==> config.mk <==
export PLATFORM = sky130hd
export DESIGN_NAME = serial_rx_flags
export DESIGN_NICKNAME = d
export VERILOG_FILES = /design/src/rtl/serial_rx_pkg.sv /design/src/rtl/serial_rx_sync.sv /design/src/rtl/serial_rx_framer.sv /design/src/rtl/serial_rx_status.sv /design/src/rtl/serial_rx_flags.sv
export SDC_FILE = /design/constraint.sdc
export NUM_CORES = 1
export LEC_CHECK = 0
export BUFFER_PORTS_ARGS = -buffer_cell sky130_fd_sc_hd__buf_4
export CAP_MARGIN = 20
export CORE_UTILIZATION = 35
export DETAILED_ROUTE_END_ITERATION = 12
export PLACE_DENSITY = 0.54
export SLEW_MARGIN = 20
export SYNTH_ARGS = -nofsm -noshare
export SYNTH_HDL_FRONTEND = slang
export SYNTH_SLANG_ARGS = --single-unit
export TNS_END_PERCENT = 10
==> constraint.sdc <==
create_clock -name clk -period 3.9 [get_ports clk]
set_clock_uncertainty 0.2 [all_clocks]
set_input_delay 0.585 -clock clk [delete_from_list [all_inputs] [get_ports clk]]
set_output_delay 0.585 -clock clk [all_outputs]
set_load 0.05 [all_outputs]
==> src/rtl/serial_rx_pkg.sv <==
package serial_rx_pkg;
  typedef enum logic [2:0] {
    RX_IDLE  = 3'd0,
    RX_START = 3'd1,
    RX_DATA  = 3'd2,
    RX_PAR   = 3'd3,
    RX_STOP1 = 3'd4,
    RX_STOP2 = 3'd5
  } rx_state_t;

  localparam int unsigned ST_FULL = 0;
  localparam int unsigned ST_PERR = 1;
  localparam int unsigned ST_FERR = 2;

  localparam logic ADDR_STATUS = 1'b0;
  localparam logic ADDR_DATA   = 1'b1;
endpackage

==> src/rtl/serial_rx_sync.sv <==
module serial_rx_sync #(
  parameter int unsigned STAGES = 2
) (
  input  logic clk,
  input  logic rst_n,
  input  logic din,
  output logic dout
);
  logic [STAGES-1:0] chain;

  generate
    for (genvar i = 0; i < STAGES; i++) begin : g_stage
      if (i == 0) begin : g_first
        always_ff @(posedge clk or negedge rst_n) begin
          if (!rst_n) chain[i] <= 1'b1;
          else        chain[i] <= din;
        end
      end else begin : g_next
        always_ff @(posedge clk or negedge rst_n) begin
          if (!rst_n) chain[i] <= 1'b1;
          else        chain[i] <= chain[i-1];
        end
      end
    end
  endgenerate

  assign dout = chain[STAGES-1];
endmodule

==> src/rtl/serial_rx_framer.sv <==
module serial_rx_framer
  import serial_rx_pkg::*;
#(
  parameter int unsigned DATA_BITS  = 8,
  parameter int unsigned OVERSAMPLE = 16
) (
  input  logic                 clk,
  input  logic                 rst_n,
  input  logic                 tick,
  input  logic                 line,
  input  logic                 enable,
  input  logic                 blocked,
  input  logic                 par_en,
  input  logic                 par_odd,
  input  logic                 stop2,
  output logic                 done,
  output logic [DATA_BITS-1:0] data,
  output logic                 frame_err,
  output logic                 par_err
);
  localparam int unsigned CW   = $clog2(OVERSAMPLE);
  localparam int unsigned BW   = (DATA_BITS > 1) ? $clog2(DATA_BITS) : 1;
  localparam logic [CW-1:0] MID  = CW'(OVERSAMPLE / 2 - 1);
  localparam logic [CW-1:0] LAST = CW'(OVERSAMPLE - 1);
  localparam logic [BW-1:0] TOPB = BW'(DATA_BITS - 1);

  rx_state_t              state;
  logic [CW-1:0]          cnt;
  logic [BW-1:0]          bitn;
  logic [DATA_BITS-1:0]   shreg;
  logic                   par_acc;
  logic                   at_end;

  assign at_end = (cnt == LAST);
  assign data   = shreg;

  always_ff @(posedge clk or negedge rst_n) begin
    if (!rst_n) begin
      state     <= RX_IDLE;
      cnt       <= '0;
      bitn      <= '0;
      shreg     <= '0;
      par_acc   <= 1'b0;
      done      <= 1'b0;
      frame_err <= 1'b0;
      par_err   <= 1'b0;
    end else begin
      done <= 1'b0;
      if (!enable) begin
        state <= RX_IDLE;
        cnt   <= '0;
      end else if (tick) begin
        unique case (state)
          RX_IDLE: begin
            cnt <= '0;
            if (!line && !blocked) state <= RX_START;
          end
          RX_START: begin
            if (cnt == MID) begin
              cnt     <= '0;
              bitn    <= '0;
              par_acc <= 1'b0;
              state   <= line ? RX_IDLE : RX_DATA;
            end else begin
              cnt <= cnt + 1'b1;
            end
          end
          RX_DATA: begin
            if (at_end) begin
              cnt     <= '0;
              shreg   <= {line, shreg[DATA_BITS-1:1]};
              par_acc <= par_acc ^ line;
              if (bitn == TOPB) state <= par_en ? RX_PAR : RX_STOP1;
              else              bitn  <= bitn + 1'b1;
            end else begin
              cnt <= cnt + 1'b1;
            end
          end
          RX_PAR: begin
            if (at_end) begin
              cnt     <= '0;
              par_acc <= par_acc ^ line;
              state   <= RX_STOP1;
            end else begin
              cnt <= cnt + 1'b1;
            end
          end
          RX_STOP1: begin
            if (at_end) begin
              cnt       <= '0;
              done      <= 1'b1;
              frame_err <= !line;
              par_err   <= par_en && (par_acc != par_odd);
              state     <= stop2 ? RX_STOP2 : RX_IDLE;
            end else begin
              cnt <= cnt + 1'b1;
            end
          end
          RX_STOP2: begin
            if (at_end) begin
              cnt   <= '0;
              state <= RX_IDLE;
            end else begin
              cnt <= cnt + 1'b1;
            end
          end
          default: state <= RX_IDLE;
        endcase
      end
    end
  end

  // a raised error flag keeps the receiver parked in idle
  a_r7_no_start_when_blocked: assert property (@(posedge clk) disable iff (!rst_n)
    (state == RX_IDLE && blocked) |=> (state == RX_IDLE));

  // no frame completes while the receiver is disabled
  a_r9_no_done_disabled: assert property (@(posedge clk) disable iff (!rst_n)
    (!enable) |=> !done);

  // a parity fault is only reported with parity enabled
  a_r6_perr_needs_parity: assert property (@(posedge clk) disable iff (!rst_n)
    (done && par_err) |-> $past(par_en));
endmodule

==> src/rtl/serial_rx_status.sv <==
module serial_rx_status
  import serial_rx_pkg::*;
#(
  parameter int unsigned DATA_BITS = 8
) (
  input  logic                 clk,
  input  logic                 rst_n,
  input  logic                 enable,
  input  logic                 done,
  input  logic [DATA_BITS-1:0] rx_byte,
  input  logic                 fe_in,
  input  logic                 pe_in,
  input  logic                 rd,
  input  logic                 wr,
  input  logic                 addr,
  input  logic [7:0]           wdata,
  output logic [7:0]           rdata,
  output logic                 blocked
);
  logic [DATA_BITS-1:0] rdr;
  logic full, ferr, perr, fe_arm, pe_arm;
  logic rd_stat, rd_data, wr_stat;

  assign rd_stat = rd && (addr == ADDR_STATUS);
  assign rd_data = rd && (addr == ADDR_DATA);
  assign wr_stat = wr && (addr == ADDR_STATUS);
  assign blocked = ferr || perr;

  always_ff @(posedge clk or negedge rst_n) begin
    if (!rst_n) begin
      rdr    <= '0;
      full   <= 1'b0;
      ferr   <= 1'b0;
      perr   <= 1'b0;
      fe_arm <= 1'b0;
      pe_arm <= 1'b0;
    end else begin
      if (rd_data) full <= 1'b0;
      if (rd_stat) begin
        if (ferr) fe_arm <= 1'b1;
        if (perr) pe_arm <= 1'b1;
      end
      if (wr_stat) begin
        if (!wdata[ST_FERR] && fe_arm) begin
          ferr   <= 1'b0;
          fe_arm <= 1'b0;
        end
        if (!wdata[ST_PERR] && pe_arm) begin
          perr   <= 1'b0;
          pe_arm <= 1'b0;
        end
      end
      if (done && enable) begin
        rdr <= rx_byte;
        if (fe_in) ferr <= 1'b1;
        if (pe_in) perr <= 1'b1;
        if (!fe_in && !pe_in) full <= 1'b1;
      end
    end
  end

  always_comb begin
    rdata = '0;
    if (addr == ADDR_DATA) begin
      rdata[DATA_BITS-1:0] = rdr;
    end else begin
      rdata[ST_FULL] = full;
      rdata[ST_PERR] = perr;
      rdata[ST_FERR] = ferr;
    end
  end

  // an erroneous frame never raises data-full
  a_r4_err_keeps_full: assert property (@(posedge clk) disable iff (!rst_n)
    (done && (fe_in || pe_in) && !rd_data) |=> (full == $past(full)));

  // a framing flag falls only after it was read as 1
  a_r8_fe_clear_needs_read: assert property (@(posedge clk) disable iff (!rst_n)
    $fell(ferr) |-> $past(fe_arm && wr_stat));

  // same rule for the parity flag
  a_r8_pe_clear_needs_read: assert property (@(posedge clk) disable iff (!rst_n)
    $fell(perr) |-> $past(pe_arm && wr_stat));

  // flags hold while disabled and untouched by software
  a_r9_flags_hold: assert property (@(posedge clk) disable iff (!rst_n)
    (!enable && !wr) |=> (ferr == $past(ferr) && perr == $past(perr)));
endmodule

==> src/rtl/serial_rx_flags.sv <==
module serial_rx_flags #(
  parameter int unsigned DATA_BITS   = 8,
  parameter int unsigned OVERSAMPLE  = 16,
  parameter int unsigned SYNC_STAGES = 2
) (
  input  logic       clk,
  input  logic       rst_n,
  input  logic       os_tick,
  input  logic       rx_line,
  input  logic       rx_enable,
  input  logic       parity_en,
  input  logic       parity_odd,
  input  logic       two_stop,
  input  logic       reg_rd,
  input  logic       reg_wr,
  input  logic       reg_addr,
  input  logic [7:0] reg_wdata,
  output logic [7:0] reg_rdata
);
  logic                 line_s;
  logic                 done;
  logic [DATA_BITS-1:0] rx_byte;
  logic                 fe, pe, blocked;

  serial_rx_sync #(.STAGES(SYNC_STAGES)) u_sync (
    .clk (clk), .rst_n (rst_n), .din (rx_line), .dout (line_s)
  );

  serial_rx_framer #(.DATA_BITS(DATA_BITS), .OVERSAMPLE(OVERSAMPLE)) u_framer (
    .clk (clk), .rst_n (rst_n), .tick (os_tick), .line (line_s),
    .enable (rx_enable), .blocked (blocked), .par_en (parity_en),
    .par_odd (parity_odd), .stop2 (two_stop), .done (done),
    .data (rx_byte), .frame_err (fe), .par_err (pe)
  );

  serial_rx_status #(.DATA_BITS(DATA_BITS)) u_status (
    .clk (clk), .rst_n (rst_n), .enable (rx_enable), .done (done),
    .rx_byte (rx_byte), .fe_in (fe), .pe_in (pe), .rd (reg_rd),
    .wr (reg_wr), .addr (reg_addr), .wdata (reg_wdata),
    .rdata (reg_rdata), .blocked (blocked)
  );
endmodule

==> results.ini <==
[run_status]
outcome = finished, final reports clean

[critical_path]
worstSetupStartpointType = register
cp.required_ns = 3.92
path_class = register to register
worstPathCellList = inv_1, ha_1, o21ai_0, and2_1, or3_1, o22ai_1
crit_path_end_kind = register
arrival_ns = 2.32
cp_slowest_cell = dfrtp_1
crit_fanout = 12
max_stage_delay_ns = 0.62

[routing]
viasPerCell = 5.20
wirelength_um = 3670
drc = 0
drt-wirelength-per-cell_um = 14.2
antenna_left = 0
drt_iter0_drc = 61
drt_pass1_iterations = 4
vias = 1342

[die]
rows = 26
core_um2 = 5110
die_y_um = 75.0
io_pins = 27
die_x_um = 75.0
initial_core_util = 0.365
die_area_um2 = 5630

[synthesis]
synth-simple-area-share = 0.167
yosysWarningCount = 0
synth-edff-count = 0
ys_top_cells_by_area = dfrtp_1 (47%), mux2_2 (13%), ha_1 (3.4%)
synth_cells = 167
synth.top_cell.area_share = 0.469
synth_mux_area_frac = 0.149
yosysSeqAreaShare = 0.498
synthAdderAreaFrac = 0.0335
synth_ff_type = dfrtp_1
synth.avg_cell_area_um2 = 11.2
ys_async_sr_fraction = 1.00
syn_area_um2 = 1870
synth_top_family_by_area = simple AND/OR/NAND/NOR gates
synth.largest_area_cell = dfrtp_1
yosysUniqueCellTypes = 40
synth_seq_cells = 37
synth-xor-area-share = 0.00469
synth_nets = 191
synth_compound_area_frac = 0.119

[final_layout]
num_antenna_cells = 0
area_growth_pct = 17.4
final_common_cell = dfrtp_1
final_cells = 258
drive_gt1_frac = 0.303
nets = 211
postLayoutCoreUtil = 0.429
design_area_um2 = 2190
final_cell_mix = dfrtp_1 (35), mux2_2 (22), buf_4 (20)

[sta]
post-route-period-util = 0.592
final_hold_viol_count = 0
tns_ns = 0
setup_viol = 0
rsz0062_at_grt = no
final.min_clock_period_ns = 2.31
maxSlewHeadroom = 0.572
fmax_mhz = 433
whs_ns = 0.0346
worstMarginPinSlew_ns = 0.637
report.final.slew_viol_count = 0

[global_route]
antenna_found_initial = 0
grt_max_degree = 38
grt-ovfl-total = 0
grt_pass1_wl_um = 5980
grt_use_total = 0.143
grtUsageMet2 = 0.234
gr-usage-met1 = 0.174
grt_pass1_vias = 1325
grt_use_met3 = 0.0415
grt-busiest-layer = met2

[place]
place_inst = 250
finalWeightedCongestion = 0.800
portBuffers = 20
hpwl_um = 2640
placed_cell_area_um2 = 2070

[clocking]
insertion_delay_ns = 0.29
cts.sinks = 37
postCtsHoldBufs = 0
h-tree-depth = 2
cts-root-buf = clkbuf_8
post-cts-setup-buffer-count = 0
numCtsBuffers = 5
cts_buffer_depth = 2
path_clk_slew_ns = 0.08
cts_resized = 0
cts_tree = yes

[power_and_ir_drop]
power_density_nw_per_um2 = 432
peakVddDrop_mv = 0.185
power.leakage_nw = 1.01

[min_path]
min_path_type = input pin to asynchronous set/reset pin

[job]
timing.max_cap.violations = 0

routing by layer:
| layer | wire length, um | share of wire | vias up |
|---|---|---|---|
| met1 | 1630 | 0.44 | 669 |
| met3 | 103 | 0.028 | 10 |
| li1 | - | - | 642 |
| met4 | 92 | 0.025 | 0 |
| met5 | 0 | 0 | - |
| met2 | 1850 | 0.50 | 21 |
synthesized netlist by cell type, types with 3 or more instances:
library cell / n
a21oi_1: 4
a31oi_1: 4
and2_1: 6
and3_1: 3
clkbuf_1: 5
dfrtp_1: 35
ha_1: 5
inv_1: 7
mux2_2: 22
mux2i_1: 3
nand2_1: 15
nand3_1: 4
nor2b_1: 3
nor3_1: 3
nor3b_1: 3
o21ai_0: 12
cell families (layout without fill, tap and decap cells):
group                    count (synthesis)  in the layout
AND/OR/NAND/NOR                         51             51
flip-flops                              37             37
AO/OA/AOI/OAI                           34             34
multiplexers                            25             25
buffers and inverters                   14             35
adder cells (fa/ha/maj)                  5              5
XOR/XNOR                                 1              1
per-stage QoR:
step           setup WS (ns)  power [W]
2_1_floorplan           1.81   0.000573
3_3_place_gp            1.68   0.000613
3_5_place_dp            1.65   0.000619
4_1_cts                 1.61   0.000956
5_1_grt                 1.50   0.000998
6_report                1.59   0.000945
registers in the layout, indices dropped and copies added, names as in the netlist:
name	cells
u_framer.data	8
u_status.rdr	8
u_framer.cnt	4
u_framer.bitn	3
u_framer.state	3
u_framer.done	1
u_framer.frame_err	1
u_framer.par_acc	1
u_framer.par_err	1
u_status.fe_arm	1
u_status.ferr	1
u_status.full	1
u_status.pe_arm	1
u_status.perr	1
u_sync.chain	1
u_sync.dout	1
power breakdown:
part,internal [W],switching [W]
registers,0.000403,0.0000414
clock network,0.000191,0.000140
logic,0.0000776,0.0000913
total,0.000672,0.000273
final cells by class:
type	instances	area, um^2
Clock buffer	5	68.8
Fill cell	508	2920
Sequential cell	37	928
Clock inverter	3	46.3
Tap cell	70	87.6
Multi-Input combinational cell	116	882
Timing Repair Buffer	20	150
Inverter	7	26.3
final timing paths:
path,slack (ns),endpoint,from,cells after the start
worst max-delay path,1.59,u_framer.cnt[3]$_DFFE_PN0P_,u_framer.state[2]$_DFFE_PN0P_,6
max in group asynchronous,3.10,u_sync.chain[0]$_DFF_PN1_,rst_n,1
min in group clk,0.16,u_sync.dout$_DFF_PN1_,u_sync.chain[0]$_DFF_PN1_,0
worst min-delay path,0.03,u_framer.cnt[2]$_DFFE_PN0P_,rst_n,1
worst min register to register,0.16,u_sync.dout$_DFF_PN1_,u_sync.chain[0]$_DFF_PN1_,0
worst max register to register,1.59,u_framer.cnt[3]$_DFFE_PN0P_,u_framer.state[2]$_DFFE_PN0P_,6
critical path: cells and delay by family, from the launching register on:
kind,cells,cell delay [ns]
flops,1,0.62
simple gates,2,0.57
fa+ha+maj,1,0.37
compound gates,2,0.27
buf+inv,1,0.20
Note: power is estimated with default switching activity, not from simulation.
